==> src/rtl/oser_pkg.sv <==
package oser_pkg;
  typedef enum logic [1:0] {
    SRC_SAMPLE = 2'd0,
    SRC_DESKEW = 2'd1,
    SRC_SYNC   = 2'd2,
    SRC_CUSTOM = 2'd3
  } src_e;
endpackage

==> src/rtl/oser_slot_timer.sv <==
module oser_slot_timer #(
  parameter int W = 12
) (
  input  logic                 clk,
  input  logic                 rst_n,
  output logic [$clog2(W)-1:0] slot_o,
  output logic                 last_o,
  output logic                 frame_o,
  output logic                 bitclk_o
);
  localparam int SW = $clog2(W);
  localparam logic [SW-1:0] LAST = SW'(W - 1);
  localparam logic [SW-1:0] HALF = SW'(W / 2);

  logic [SW-1:0] slot_q;

  always_ff @(posedge clk or negedge rst_n) begin
    if (!rst_n)              slot_q <= '0;
    else if (slot_q == LAST) slot_q <= '0;
    else                     slot_q <= slot_q + 1'b1;
  end

  assign slot_o   = slot_q;
  assign last_o   = (slot_q == LAST);
  assign frame_o  = (slot_q < HALF);
  assign bitclk_o = ~slot_q[0];

  // the boundary slot is always followed by slot 0
  a_r1_wrap: assert property (@(posedge clk) disable iff (!rst_n)
    last_o |=> (slot_o == '0));
endmodule

==> src/rtl/oser_word_sel.sv <==
module oser_word_sel
  import oser_pkg::*;
#(
  parameter int W = 12
) (
  input  logic                 clk,
  input  logic                 rst_n,
  input  src_e                 src,
  input  logic                 msb,
  input  logic                 pd,
  input  logic [W-1:0]         sample,
  input  logic [W-1:0]         custom,
  input  logic [$clog2(W)-1:0] slot,
  output logic                 bit_o
);
  localparam int SW = $clog2(W);
  localparam logic [SW-1:0] LAST = SW'(W - 1);
  localparam logic [SW-1:0] HALF = SW'(W / 2);

  logic [W-1:0]  deskew_w, sync_w, word;
  logic [SW-1:0] idx;

  always_comb begin
    for (int i = 0; i < W; i++) begin
      deskew_w[i] = (i % 2 == 0);
      sync_w[i]   = (i >= W / 2);
    end
    unique case (src)
      SRC_SAMPLE: word = sample;
      SRC_DESKEW: word = deskew_w;
      SRC_SYNC:   word = sync_w;
      default:    word = custom;
    endcase
    idx   = msb ? (LAST - slot) : slot;
    bit_o = !pd && word[idx];
  end

  // deskew alternates and starts with 1 in LSB order, 0 in MSB order
  a_r5_deskew_phase: assert property (@(posedge clk) disable iff (!rst_n)
    (src == SRC_DESKEW && !pd) |-> (bit_o == (msb ? slot[0] : !slot[0])));
  // first half of a sync word is zero in LSB order
  a_r6_sync_head: assert property (@(posedge clk) disable iff (!rst_n)
    (src == SRC_SYNC && !msb && slot < HALF) |-> !bit_o);
endmodule

==> src/rtl/oser_octal_lane_serializer.sv <==
module oser_octal_lane_serializer
  import oser_pkg::*;
#(
  parameter int CH = 8,
  parameter int W  = 12
) (
  input  logic            clk,
  input  logic            rst_n,
  input  logic            s_valid_i,
  output logic            s_ready_o,
  input  logic [CH*W-1:0] s_data_i,
  input  logic [1:0]      src_i,
  input  logic            msb_first_i,
  input  logic [CH-1:0]   pd_mask_i,
  input  logic [W/3-1:0]  pat0_i,
  input  logic [W/3-1:0]  pat1_i,
  input  logic [W/3-1:0]  pat2_i,
  output logic [CH-1:0]   lane_o,
  output logic            frame_clk_o,
  output logic            bit_clk_o
);
  localparam int SW = $clog2(W);

  logic [SW-1:0]   slot;
  logic            last;
  logic [CH*W-1:0] hold_q;
  src_e            src_q;
  logic            msb_q;
  logic [CH-1:0]   pd_q;
  logic [W-1:0]    cust_q;

  oser_slot_timer #(.W(W)) u_timer (
    .clk      (clk),
    .rst_n    (rst_n),
    .slot_o   (slot),
    .last_o   (last),
    .frame_o  (frame_clk_o),
    .bitclk_o (bit_clk_o)
  );

  assign s_ready_o = last;

  always_ff @(posedge clk or negedge rst_n) begin
    if (!rst_n) begin
      hold_q <= '0;
      src_q  <= SRC_SAMPLE;
      msb_q  <= 1'b0;
      pd_q   <= '0;
      cust_q <= '0;
    end else if (last) begin
      hold_q <= s_valid_i ? s_data_i : '0;
      src_q  <= src_e'(src_i);
      msb_q  <= msb_first_i;
      pd_q   <= pd_mask_i;
      cust_q <= {pat2_i, pat1_i, pat0_i};
    end
  end

  for (genvar c = 0; c < CH; c++) begin : g_lane
    oser_word_sel #(.W(W)) u_sel (
      .clk    (clk),
      .rst_n  (rst_n),
      .src    (src_q),
      .msb    (msb_q),
      .pd     (pd_q[c]),
      .sample (hold_q[c*W +: W]),
      .custom (cust_q),
      .slot   (slot),
      .bit_o  (lane_o[c])
    );
  end

  // ready in the last slot is followed by the frame clock rising
  a_r1_frame_start: assert property (@(posedge clk) disable iff (!rst_n)
    s_ready_o |=> $rose(frame_clk_o));
  // bit clock changes level every cycle
  a_r2_bitclk_toggle: assert property (@(posedge clk) disable iff (!rst_n)
    1'b1 |=> (bit_clk_o != $past(bit_clk_o)));
  // held samples change only after a boundary cycle
  a_r8_hold_steady: assert property (@(posedge clk) disable iff (!rst_n)
    !s_ready_o |=> $stable(hold_q));
  // latched controls change only after a boundary cycle
  a_r9_cfg_steady: assert property (@(posedge clk) disable iff (!rst_n)
    !s_ready_o |=> $stable({src_q, msb_q, pd_q, cust_q}));
endmodule

==> config.mk <==
export PLATFORM = sky130hd
export DESIGN_NAME = oser_octal_lane_serializer
export DESIGN_NICKNAME = d
export VERILOG_FILES = /design/src/rtl/oser_pkg.sv /design/src/rtl/oser_slot_timer.sv /design/src/rtl/oser_word_sel.sv /design/src/rtl/oser_octal_lane_serializer.sv
export SDC_FILE = /design/constraint.sdc
export NUM_CORES = 1
export LEC_CHECK = 0
export ABC_AREA = 1
export BUFFER_PORTS_ARGS = -buffer_cell sky130_fd_sc_hd__buf_2
export CAP_MARGIN = 20
export CORE_MARGIN = 2
export CORE_UTILIZATION = 50
export CTS_CLUSTER_DIAMETER = 150
export DETAILED_ROUTE_END_ITERATION = 8
export PLACE_DENSITY_LB_ADDON = 0.05
export RECOVER_POWER = 50
export REMOVE_ABC_BUFFERS = 1
export SETUP_SLACK_MARGIN = 0.1
export SYNTH_ARGS = -nofsm -noshare
export SYNTH_HDL_FRONTEND = slang
export SYNTH_SLANG_ARGS = --single-unit
==> constraint.sdc <==
create_clock -name clk -period 3.9 [get_ports clk]
set_input_delay 0.585 -clock clk [delete_from_list [all_inputs] [get_ports clk]]
set_output_delay 0.585 -clock clk [all_outputs]
set_load 0.01 [all_outputs]
== Word level (Yosys, flattened, before mapping) ==
Cells that the tools add are included.
Storage, ports and cells
  bits of input ports: 122
  word-level logic and storage cells: 58
  register bits: 123
  output and inout bits: 11
Operators by class
  eq/ne operators: 3
  reductions and logical operators: 17
  bitwise operators: 1
  $lt $le $gt $ge: 2
  mux-type cells: 27
  $add $sub $neg: 2
Operators by type and width (count)
  12-bit case mux with 3 select lines: 8
  96-bit 2-to-1 mux: 1
  1-bit binary-select mux with 4-bit select: 8
  1-bit logical AND: 8
  1-bit logical NOT: 8
  1-bit 2-to-1 mux: 8
  4-bit 2-to-1 mux: 2
  4-bit by 5-bit less-than comparator with 1-bit output, second input constant: 1
  4-bit by 1-bit adder with 4-bit output, second input constant: 1
  4-bit equality test, second input constant: 1
  4-bit by 3-bit less-than comparator with 1-bit output, second input constant: 1
  4-bit subtractor, first input constant: 1
  2-bit by 1-bit equality test with 1-bit output, second input constant: 1
  2-bit equality test, second input constant: 1
  2-bit logical NOT: 1
  1-bit inverter: 1

== Longest topological paths before layout ==
Gate-level depths: netlist of run 1.
  depth in word-level cells: 5
  mapped depth: 14
  depth with buffers taken out: 10

== Modules after synthesis ==
From an unflattened synthesis of run 1, not the netlist that was laid out.
Unflattened totals
  cell total of the unflattened synthesis: 1305
  area total of the unflattened synthesis: 8617.0 µm²
Modules (own cells, without submodules)
  oser_octal_lane_serializer: cells an instance 514, times used 1, seq. area each 2977.9 µm², area each 4788.3 µm²
  oser_word_sel (g_lane[0].u_sel ...): cells an instance 96, times used 5, seq. area each 0.0 µm², area each 454.2 µm²
  oser_word_sel (g_lane[5].u_sel ...): cells an instance 96, times used 3, seq. area each 0.0 µm², area each 456.7 µm²
  oser_slot_timer: cells an instance 23, times used 1, seq. area each 100.1 µm², area each 187.7 µm²

== Worst setup path after synthesis of run 1 ==
Ideal clock, no wire load.
  kind: register -> output
  start point: register u_timer.slot_q[2] (netlist: u_timer.slot_o[2])
  end point: output lane_o[0]
  data required time: 3.315 ns
  arrival: 1.824 ns
  setup slack: 1.491 ns
  buffers on the path: 2
  cell stages (with the launch flop): 11
  path through: dfrtp_1 > clkinv_1 > clkbuf_1 > ha_1 > nand2_1 > o21ai_1 > inv_1 > nand2_1 > nor2_1 > nor2_1 > buf_4
Between the ends
  cells in the longest elaborated chain, start to end: 5
Ends and longest elaborated chain
  start: declaration: RTL line oser_slot_timer.sv:15  | logic [SW-1:0] slot_q;
  start signal: assignment: RTL line oser_slot_timer.sv:20  | else slot_q <= slot_q + 1'b1;
  4-bit subtractor: RTL line oser_word_sel.sv:34  | idx = msb ? (LAST - slot) : slot;
  4-bit 2-to-1 mux (*): RTL line oser_word_sel.sv:34
  1-bit binary-select mux with 4-bit select (*): RTL line oser_word_sel.sv:35  | bit_o = !pd && word[idx];
  1-bit 2-to-1 mux (not written as such) (*): RTL line oser_word_sel.sv:35
  1-bit logical AND (*): RTL line oser_word_sel.sv:35
  end: declaration: RTL line oser_octal_lane_serializer.sv:18  | output logic [CH-1:0] lane_o,
Mark *: on every way between the ends. The rest lies on a longest branch, timed or not. The select of a mux whose other input is x is not followed.

== Final worst setup path of run 1 ==
  start point: register u_timer.slot_q[2] (netlist: u_timer.slot_o[2])
  end point: output lane_o[7]
The elaborated chain is that of the path after synthesis.

==> impl_metrics.toml, run 1 <==
[status]
status = "finished with violations"
violations = "max-capacitance violations, max-slew violations"

[min_path]
hold_end = "cust_q[4]$_DFFE_PN0P_"
min_from = "pat1_i[0]"
holdPathStages = 3
min_path_type = "primary input to flip-flop"

[critical_path]
rrSetupSlack_ns = 1.06
cp_num_buf_inv = 3
r2r_end = "hold_q[90]$_DFFE_PN0P_"
end_kind = "output pin"
critPathMaxStageDelay_ns = 0.55
crit_chain = "clkinv_1, ha_1, nand2_1, o21ai_1, inv_1, nand2_1, nor2_1, nor2_1, buf_2"
timing.rr.start = "u_timer.slot_o[2]$_DFF_PN0_"
cp-start-kind = "flip-flop"
cp.arrival_ns = 2.64
critPathTopFamily = "buffers and inverters"
critPathKind = "flip-flop to output pin"
required_ns = 3.31
ff2ff_path_depth = 5
crit_fanout = 12
cp_slowest_cell = "dfrtp_1"

[die]
die_area_sq_um = 14900
start_util = 0.507
coreArea_sq_um = 13800
die_h_microns = 122
io_pins = 133
rows = 43
die_x_microns = 122

[layout]
area_delta_synth_final_pct = 16.6
fillers = 1432
nets = 1240
num_antenna_cells = 0
drive_above_1_share = 0.164
design_area_sq_um = 8140
finalCoreUtilization = 0.591

[detailed_routing]
vias_per_cell = 5.15
drc = 0
vias = 6705
detail-route-antenna-nets = 0
initialDrtViolationCount = 492
first_pass_iters = 5
drt_wl_total_microns = 17800
wl_per_cell_microns = 13.7

[pwr]
combPwrFrac = 0.131
p_switching_mw = 0.854
pwr-share-clk = 0.448
leakage_nw = 4.24
switching_share = 0.261
seqPwrFrac = 0.421
p_int_mw = 2.42
ir_drop_uv = 295
powerDensity_nw_per_um2 = 402

[cts]
tritoncts = "built"
clockRootBuffer = "clkbuf_16"
h-tree-depth = 4
numCtsBuffers = 17
cts_setup_buffers = 0
cts_resized = 0
clkTransAtPathRegs_ns = 0.05
clock_latency_ns = 0.42
cts_buffer_depth = 2
cts_hold_buffers = 0
clock-sinks = 123

[timing]
worst_pin_slew_ns = 1.53
period_needed_ns = 3.22
setup_violations = 0
skew_ns = 0.00669
hold_slack_ns = 0.359
fmax_ghz = 0.311
slew_viol_final = 126
fin_ws_ns = 0.680
finalCritPeriodShare = 0.826
rsz0062_at_grt = "no"
finalHoldViolCount = 0
slew_headroom = -0.0201

[grt]
grt_max_degree = 91
grt_pass1_vias = 6250
grt.total_usage = 0.257
antenna_found_initial = 0
overflow = 0
grt_pass1_wl_microns = 29900

[placed_design]
dp_hpwl_microns = 12600
placed_area_sq_um = 7620
portBuffers = 132
globalplace.congestion = 0.844
post-place-ws_ns = 1.14

[synth]
yosysSeqAreaShare = 0.441
yosysTopAreaCellShare = 0.441
synth_area_leaders = "dfrtp_1, nand2_1, nand3_1"
yosys.area.top_type = "dfrtp_1"
synth_cells = 1025
synth_seq_cells = 123
syn_area_sq_um = 6980
synth_area_per_cell_sq_um = 6.81
yosysUniqueCellTypes = 21
ys.warnings.count = 0

[job]
maxCapViolations = 2
## cells by family (layout without fill, tap and decap cells)
kind of cell             Yosys count  count (layout)  synth area share
AO/OA/AOI/OAI                    125             125            0.0896
XOR/XNOR                           2               2           0.00520
adder cells (fa/ha/maj)            7               7            0.0125
buffers and inverters            109             206            0.0717
flip-flops                       123             123             0.441
AND/OR/NAND/NOR                  659             659             0.380
## registers in the layout, summed over array words and instances, names as in the netlist
register        cells
hold_q             96
pd_q                8
msb_q               1
cust_q             12
src_q               2
u_timer.slot_o      4
## Yosys cell counts, drive strengths merged
cell type and instances:
nor2 50, or2 2, a21oi 10, nand2 478
xnor2 2, ha 7, clkinv 1, inv 27
clkbuf 31, dfrtp 123, o21ai 115, buf 50
nand3 129
## through the flow
stage          power [mW]  cells  setup TNS [ns]
6_report             3.27   1302               0
5_1_grt              3.42   1302               0
4_1_cts              3.29   1302               0
3_5_place_dp         1.83   1272               0
3_3_place_gp         1.83   1272               0
2_1_floorplan        1.63    944          -93.04
## power by group through the flow
stage	clock network, mW	logic (mW)	registers, mW
2_1_floorplan	0	0.248	1.39
3_3_place_gp	0	0.431	1.40
3_5_place_dp	0	0.433	1.40
4_1_cts	1.48	0.435	1.38
5_1_grt	1.54	0.498	1.38
6_report	1.46	0.429	1.38
## worst min-delay path, stage by stage
cell,delay (ns)
buf_2,0.07
nand2_1,0.04
nand2_1,0.04
## layout make-up
| type | count | area (sq um) | share of cell area |
|---|---|---|---|
| sequential | 123 | 3080 | 0.378 |
| inverter | 28 | 105 | 0.0129 |
| clock buffer | 23 | 478 | 0.0587 |
| clock inverter | 7 | 67.6 | 0.00830 |
| multi-input combinational | 793 | 3400 | 0.418 |
| tap | 180 | 225 | 0.0277 |
| timing repair buffer | 148 | 778 | 0.0956 |
## worst max path at each step
stage                                            from         to  slack (ns)  cells after the start
after floorplan           u_timer.slot_o[2]$_DFF_PN0_  s_ready_o       -1.92                      4
after global placement    u_timer.slot_o[2]$_DFF_PN0_  lane_o[7]        1.19                      9
after detailed placement  u_timer.slot_o[2]$_DFF_PN0_  lane_o[7]        1.14                      9
after CTS                 u_timer.slot_o[2]$_DFF_PN0_  lane_o[7]        0.67                      9
after global routing      u_timer.slot_o[2]$_DFF_PN0_  lane_o[6]        0.43                      9
final                     u_timer.slot_o[2]$_DFF_PN0_  lane_o[7]        0.68                      9
## layer usage
layer	vias up	global-route usage	routed length, microns
met2	170	0.398	8100
met4	0	0.0783	195
met3	15	0.0501	912
met1	3094	0.365	8620
li1	3426	-	-
met5	-	0	0
## layout by cell type, fill, tap and decap left out, drive strengths merged
master / Yosys / routed
a21oi: 10 / 10
buf: 50 / 146
bufinv: 0 / 1
clkbuf: 31 / 25
clkinv: 1 / 4
clkinvlp: 0 / 3
dfrtp: 123 / 123
ha: 7 / 7
inv: 27 / 27
nand2: 478 / 478
nand3: 129 / 129
nor2: 50 / 50
o21ai: 115 / 115
or2: 2 / 2
xnor2: 2 / 2
(Power assumes the default switching activity.)
==> run 2, diff against run 1 <==
clock period = 2.85 ns   (was 3.9 ns; I/O delays follow)
==> run 2 against run 1 <==
  * The flow still finishes with violations (max-capacitance violations, max-slew violations)
  * Setup slack worse by 0.59 ns
  * Clock power up 45%
  * Clock-buffer cell count unchanged
  * Total power up 47%
  * Largest cell class unchanged
  * Critical path type unchanged
  * Combinational power up 83%
  * Sequential power up 37%
  * Highest routed layer unchanged
  * Cell area up 12%
  * Non-clock buffer count up 29
  * Wire length up 18%
  * Flip-flop and latch count unchanged
  * Worst hold slack worse by 0.16 ns
  * Core utilization up 7.4 points
==> impl_metrics.toml, run 2 (synthesis gave the netlist of run 1 again) <==
[status]
status = "finished with violations"
violations = "max-capacitance violations, max-slew violations"

[pwr]
total_power_mw = 4.79
ir_drop_uv = 434
leakage_nw = 4.64
powerDensity_nw_per_um2 = 524

[timing]
finalCritPeriodShare = 0.967
period_needed_ns = 2.76
fmax_ghz = 0.363
rsz0062_at_grt = "yes"
tns_ns = 0
worst_pin_slew_ns = 1.64
skew_ns = 0.00473
slew_viol_final = 124
setup_violations = 0
finalHoldViolCount = 0
fin_ws_ns = 0.0946
slew_headroom = -0.0926
hold_slack_ns = 0.196

[grt]
grt_pass1_vias = 6346
grtUsageMet2 = 0.406
grtUsageMet3 = 0.0510
overflow = 0
grt.met1_usage = 0.374
grt_busiest_layer = "met2"
grt_max_degree = 200
grt.total_usage = 0.264
grt_pass1_wl_microns = 30700
antenna_found_initial = 0

[min_path]
min_from = "pat1_i[3]"
holdPathStages = 3
hold_end = "cust_q[7]$_DFFE_PN0P_"
min_path_type = "primary input to flip-flop"

[critical_path]
required_ns = 2.42
critPathKind = "flip-flop to output pin"
r2r_end = "pd_q[3]$_DFFE_PN0P_"
cp-start-kind = "flip-flop"
critPathLaunch = "src_q[1]$_DFFE_PN0P_"
crit_fanout = 7
cp.arrival_ns = 2.33
ff2ff_path_depth = 6
timing.rr.start = "u_timer.slot_o[1]$_DFF_PN0_"
end_kind = "output pin"
rrSetupSlack_ns = 0.70

[placed_design]
placedCellCount = 1276
portBuffers = 132
globalplace.congestion = 0.860
post-place-ws_ns = 0.381
dp_hpwl_microns = 12300

[detailed_routing]
drt_wl_total_microns = 21100
first_pass_iters = 5
vias = 7070
vias_per_cell = 5.30
drc = 0
wl_per_cell_microns = 15.8
detail-route-antenna-nets = 0
initialDrtViolationCount = 636

[layout]
largestRegisters = "hold_q (96), cust_q (12), pd_q (8)"
layout_common_cells = "nand2_1, buf_2, dfrtp_1, o21ai_0, nand3_1"
area_delta_synth_final_pct = 31.1
largest_reg_flops = 96
final_common_cell = "nand2_1"
nets = 1271
regMostFlops = "hold_q"
num_antenna_cells = 0
drive_above_1_share = 0.282
layout.cells.non_filler = 1335

[die]
io_pins = 133
die_h_microns = 122
die_x_microns = 122
coreArea_sq_um = 13800
die_area_sq_um = 14900
start_util = 0.507
rows = 43

[cts]
cts_buffer_depth = 2
clock_latency_ns = 0.43
cts_hold_buffers = 0
clkTransAtPathRegs_ns = 0.06
numCtsBuffers = 17
clockRootBuffer = "clkbuf_16"
clock-sinks = 123
tritoncts = "built"
h-tree-depth = 4

[job]
maxCapViolations = 1
run 2: cell types whose count changed in the layout (fill, tap and decap cells not counted), sizes merged:
cell      before  now
buf          146  168
clkinvlp       3    4
nand2        478  480
clkinv         4    5
clkbuf        25   32
run 2: stage by stage:
| stage | utilization | cell area, sq um |
|---|---|---|
| 3_3_place_gp | 0.558 | 7680 |
| 5_1_grt | 0.665 | 9150 |
| 2_1_floorplan | - | 6590 |
| 4_1_cts | 0.607 | 8360 |
| 6_report | 0.665 | 9150 |
| 3_5_place_dp | 0.558 | 7680 |
run 2: cell type report:
class                           instances  area (sq um)
Timing Repair Buffer                  177          1240
Sequential cell                       123          3080
Inverter                               28           110
Clock buffer                           23           498
Multi-Input combinational cell        795          3910
Clock inverter                          9          87.6
Tap cell                              180           225
Fill cell                            1281          4620
run 2: worst max-delay path by stage:
| stage | to | slack [ns] |
|---|---|---|
| after floorplan | cust_q[11]$_DFFE_PN0P_ | -2.94 |
| final | lane_o[1] | 0.09 |
| after detailed placement | lane_o[1] | 0.38 |
| after global routing | lane_o[1] | -0.02 |
| after global placement | lane_o[1] | 0.39 |
| after CTS | lane_o[2] | 0.09 |
run 2: timing repair:
action                                  4_1_cts  5_1_grt
buffers inserted                              0        8
gates resized for setup                      11      142
endpoints found under the setup margin        8        8
cloned                                        3       16
pin swaps                                     1       43
run 2: critical path: stages (launching register included):
cell and delay (ns):
dfrtp_1 0.43, inv_2 0.12, ha_4 0.19, buf_12 0.15, clkbuf_16 0.16, nand2_1 0.06
nand2_1 0.08, nand3_1 0.11, nand3_2 0.11, nand3_2 0.08, nand2_1 0.07, nand2_1 0.06
nor2_2 0.13, buf_2 0.15
run 2: layer usage:
metal | vias to the layer above | wire (microns)
met5 | - | 0
met3 | 41 | 1810
li1 | 3499 | -
met1 | 3214 | 9410
met2 | 316 | 9330
met4 | 0 | 516
run 2: report_power, final:
part           total (mW)  switching, mW  internal (mW)
Clock                2.12          0.807           1.31
Combinational       0.784          0.464          0.320
Sequential           1.89         0.0542           1.83
Total                4.79           1.33           3.47
==> run 3, diff against run 2 <==
CTS_BUF_LIST = sky130_fd_sc_hd__clkbuf_8   (was not set)
==> run 3 against run 2 <==
  * The run still ends with max-capacitance violations, max-slew violations left
  * Largest cell class unchanged
  * Cell area down 7.0%
  * Register-to-register slack better by 0.29 ns
  * Critical path type unchanged
  * Sequential power about the same
  * Clock skew up 0.0033 ns
  * Non-clock buffer count down 8
  * Final cell count down 0.67%
  * Flip-flop and latch count unchanged
  * Wire length down 7.1%
==> impl_metrics.toml, run 3 (synthesis gave the netlist of run 1 again) <==
[layout]
layout_common_cells = "nand2_1, buf_2, nand3_1, dfrtp_1, o21ai_0"
design_area_sq_um = 8520
largest_reg_flops = 96
final_common_cell = "nand2_1"
nets = 1262
num_antenna_cells = 0
regMostFlops = "hold_q"
area_delta_synth_final_pct = 22.0
largestRegisters = "hold_q (96), cust_q (12), pd_q (8)"
drive_above_1_share = 0.217
finalCoreUtilization = 0.618
layout.cells.non_filler = 1326

[critical_path]
cp.arrival_ns = 2.36
cp-start-kind = "flip-flop"
critPathLaunch = "src_q[0]$_DFFE_PN0P_"
timing.rr.start = "u_timer.slot_o[1]$_DFF_PN0_"
ff2ff_path_depth = 4
critPathMaxStageDelay_ns = 0.44
cp_common_cell = "nand2_1"
cp_slowest_cell = "dfrtp_1"
crit_chain = "inv_2, ha_4, buf_12, clkbuf_16, nand2_1, nand2_1, nand3_1, nand3_1, nand3_1, nand2_1, nand2_1, nor2_1, buf_2"
end_kind = "output pin"
required_ns = 2.42
critPathKind = "flip-flop to output pin"
crit_fanout = 13

[placed_design]
portBuffers = 132
placedCellCount = 1276
post-place-ws_ns = 0.381
globalplace.congestion = 0.860
placed_area_sq_um = 7680
dp_hpwl_microns = 12300

[cts]
clock_latency_ns = 0.46
h-tree-depth = 4
tritoncts = "built"
cts_buffer_depth = 2
clkTransAtPathRegs_ns = 0.08
numCtsBuffers = 17
cts_hold_buffers = 0
clock-sinks = 123
clockRootBuffer = "clkbuf_8"

[detailed_routing]
initialDrtViolationCount = 584
detail-route-antenna-nets = 0
vias_per_cell = 5.25
wl_per_cell_microns = 14.8
first_pass_iters = 5
vias = 6960
drt_wl_total_microns = 19600
drc = 0

[grt]
overflow = 0
grtUsageMet2 = 0.420
grt_max_degree = 200
grt_busiest_layer = "met2"
grt_pass1_wl_microns = 31300
grtUsageMet3 = 0.0623
grt.met1_usage = 0.382
grt_pass1_vias = 6450
grt.total_usage = 0.271
antenna_found_initial = 0

[timing]
slew_viol_final = 124
finalCritPeriodShare = 0.980
period_needed_ns = 2.79
finalHoldViolCount = 0
setup_violations = 0
skew_ns = 0.00799
fmax_ghz = 0.358
rsz0062_at_grt = "yes"
fin_ws_ns = 0.0584
slew_headroom = -0.0940
tns_ns = 0
worst_pin_slew_ns = 1.64

[status]
status = "finished with violations"
violations = "max-capacitance violations, max-slew violations"

[die]
start_util = 0.507
rows = 43
coreArea_sq_um = 13800
io_pins = 133
die_area_sq_um = 14900
die_x_microns = 122
die_h_microns = 122

[min_path]
holdPathStages = 3
min_from = "pat1_i[3]"
min_path_type = "primary input to flip-flop"

[pwr]
ir_drop_uv = 277
leakage_nw = 4.41
powerDensity_nw_per_um2 = 483

[job]
maxCapViolations = 1
run 3: cell types whose count changed in the layout (fill, tap and decap cells not counted), moves of 11 or more:
cell / change
nand3_2: -38
nand3_1: +38
clkbuf_16: -19
nor2_2: -11
nand2_1: +14
nor2_1: +17
clkbuf_8: +17
run 3: worst paths after layout:
check                      slack [ns]                endpoint
min in group asynchronous        0.53  hold_q[59]$_DFFE_PN0P_
max                              0.06               lane_o[0]
min                              0.17   cust_q[7]$_DFFE_PN0P_
max reg2reg                      0.99  hold_q[46]$_DFFE_PN0P_
max in group asynchronous        1.23       msb_q$_DFFE_PN0P_
min reg2reg                      0.48  hold_q[90]$_DFFE_PN0P_
run 3: repair_timing:
action,CTS,global route
gates cloned,8,4
gates resized for setup,29,31
endpoints found under the setup margin,8,8
pin swaps,3,17
buffers inserted,4,2
run 3: through the flow:
step | hold WS, ns | total power, mW
after floorplan | 0.132 | 2.24
after global placement | 0.466 | 2.51
after detailed placement | 0.463 | 2.51
after CTS | 0.0861 | 4.09
after global routing | 0.155 | 4.29
final | 0.169 | 4.11
run 3: layout make-up:
cell class,instances,area [sq um]
tap,180,225
clock buffer,22,303
timing repair buffer,169,1140
sequential,123,3080
multi-input combinational,794,3570
fill,1385,5260
inverter,28,108
clock inverter,10,91.3
run 3: worst max-delay path: cells and delay by family, from the launching register on:
| kind | cells | cell delay (ns) |
|---|---|---|
| adder cells (fa/ha/maj) | 1 | 0.25 |
| buffers and inverters | 4 | 0.60 |
| flip-flops | 1 | 0.44 |
| AND/OR/NAND/NOR | 8 | 0.62 |
run 3: report_power, final:
part	internal, mW	switching, mW
clock	0.800	0.731
sequential	1.83	0.0515
combinational	0.283	0.413
run 3: metal layers:
metal,part of all wire,up-vias
met3,0.066,26
met4,0.017,0
met5,0,-
met1,0.47,3215
li1,-,3473
met2,0.44,246
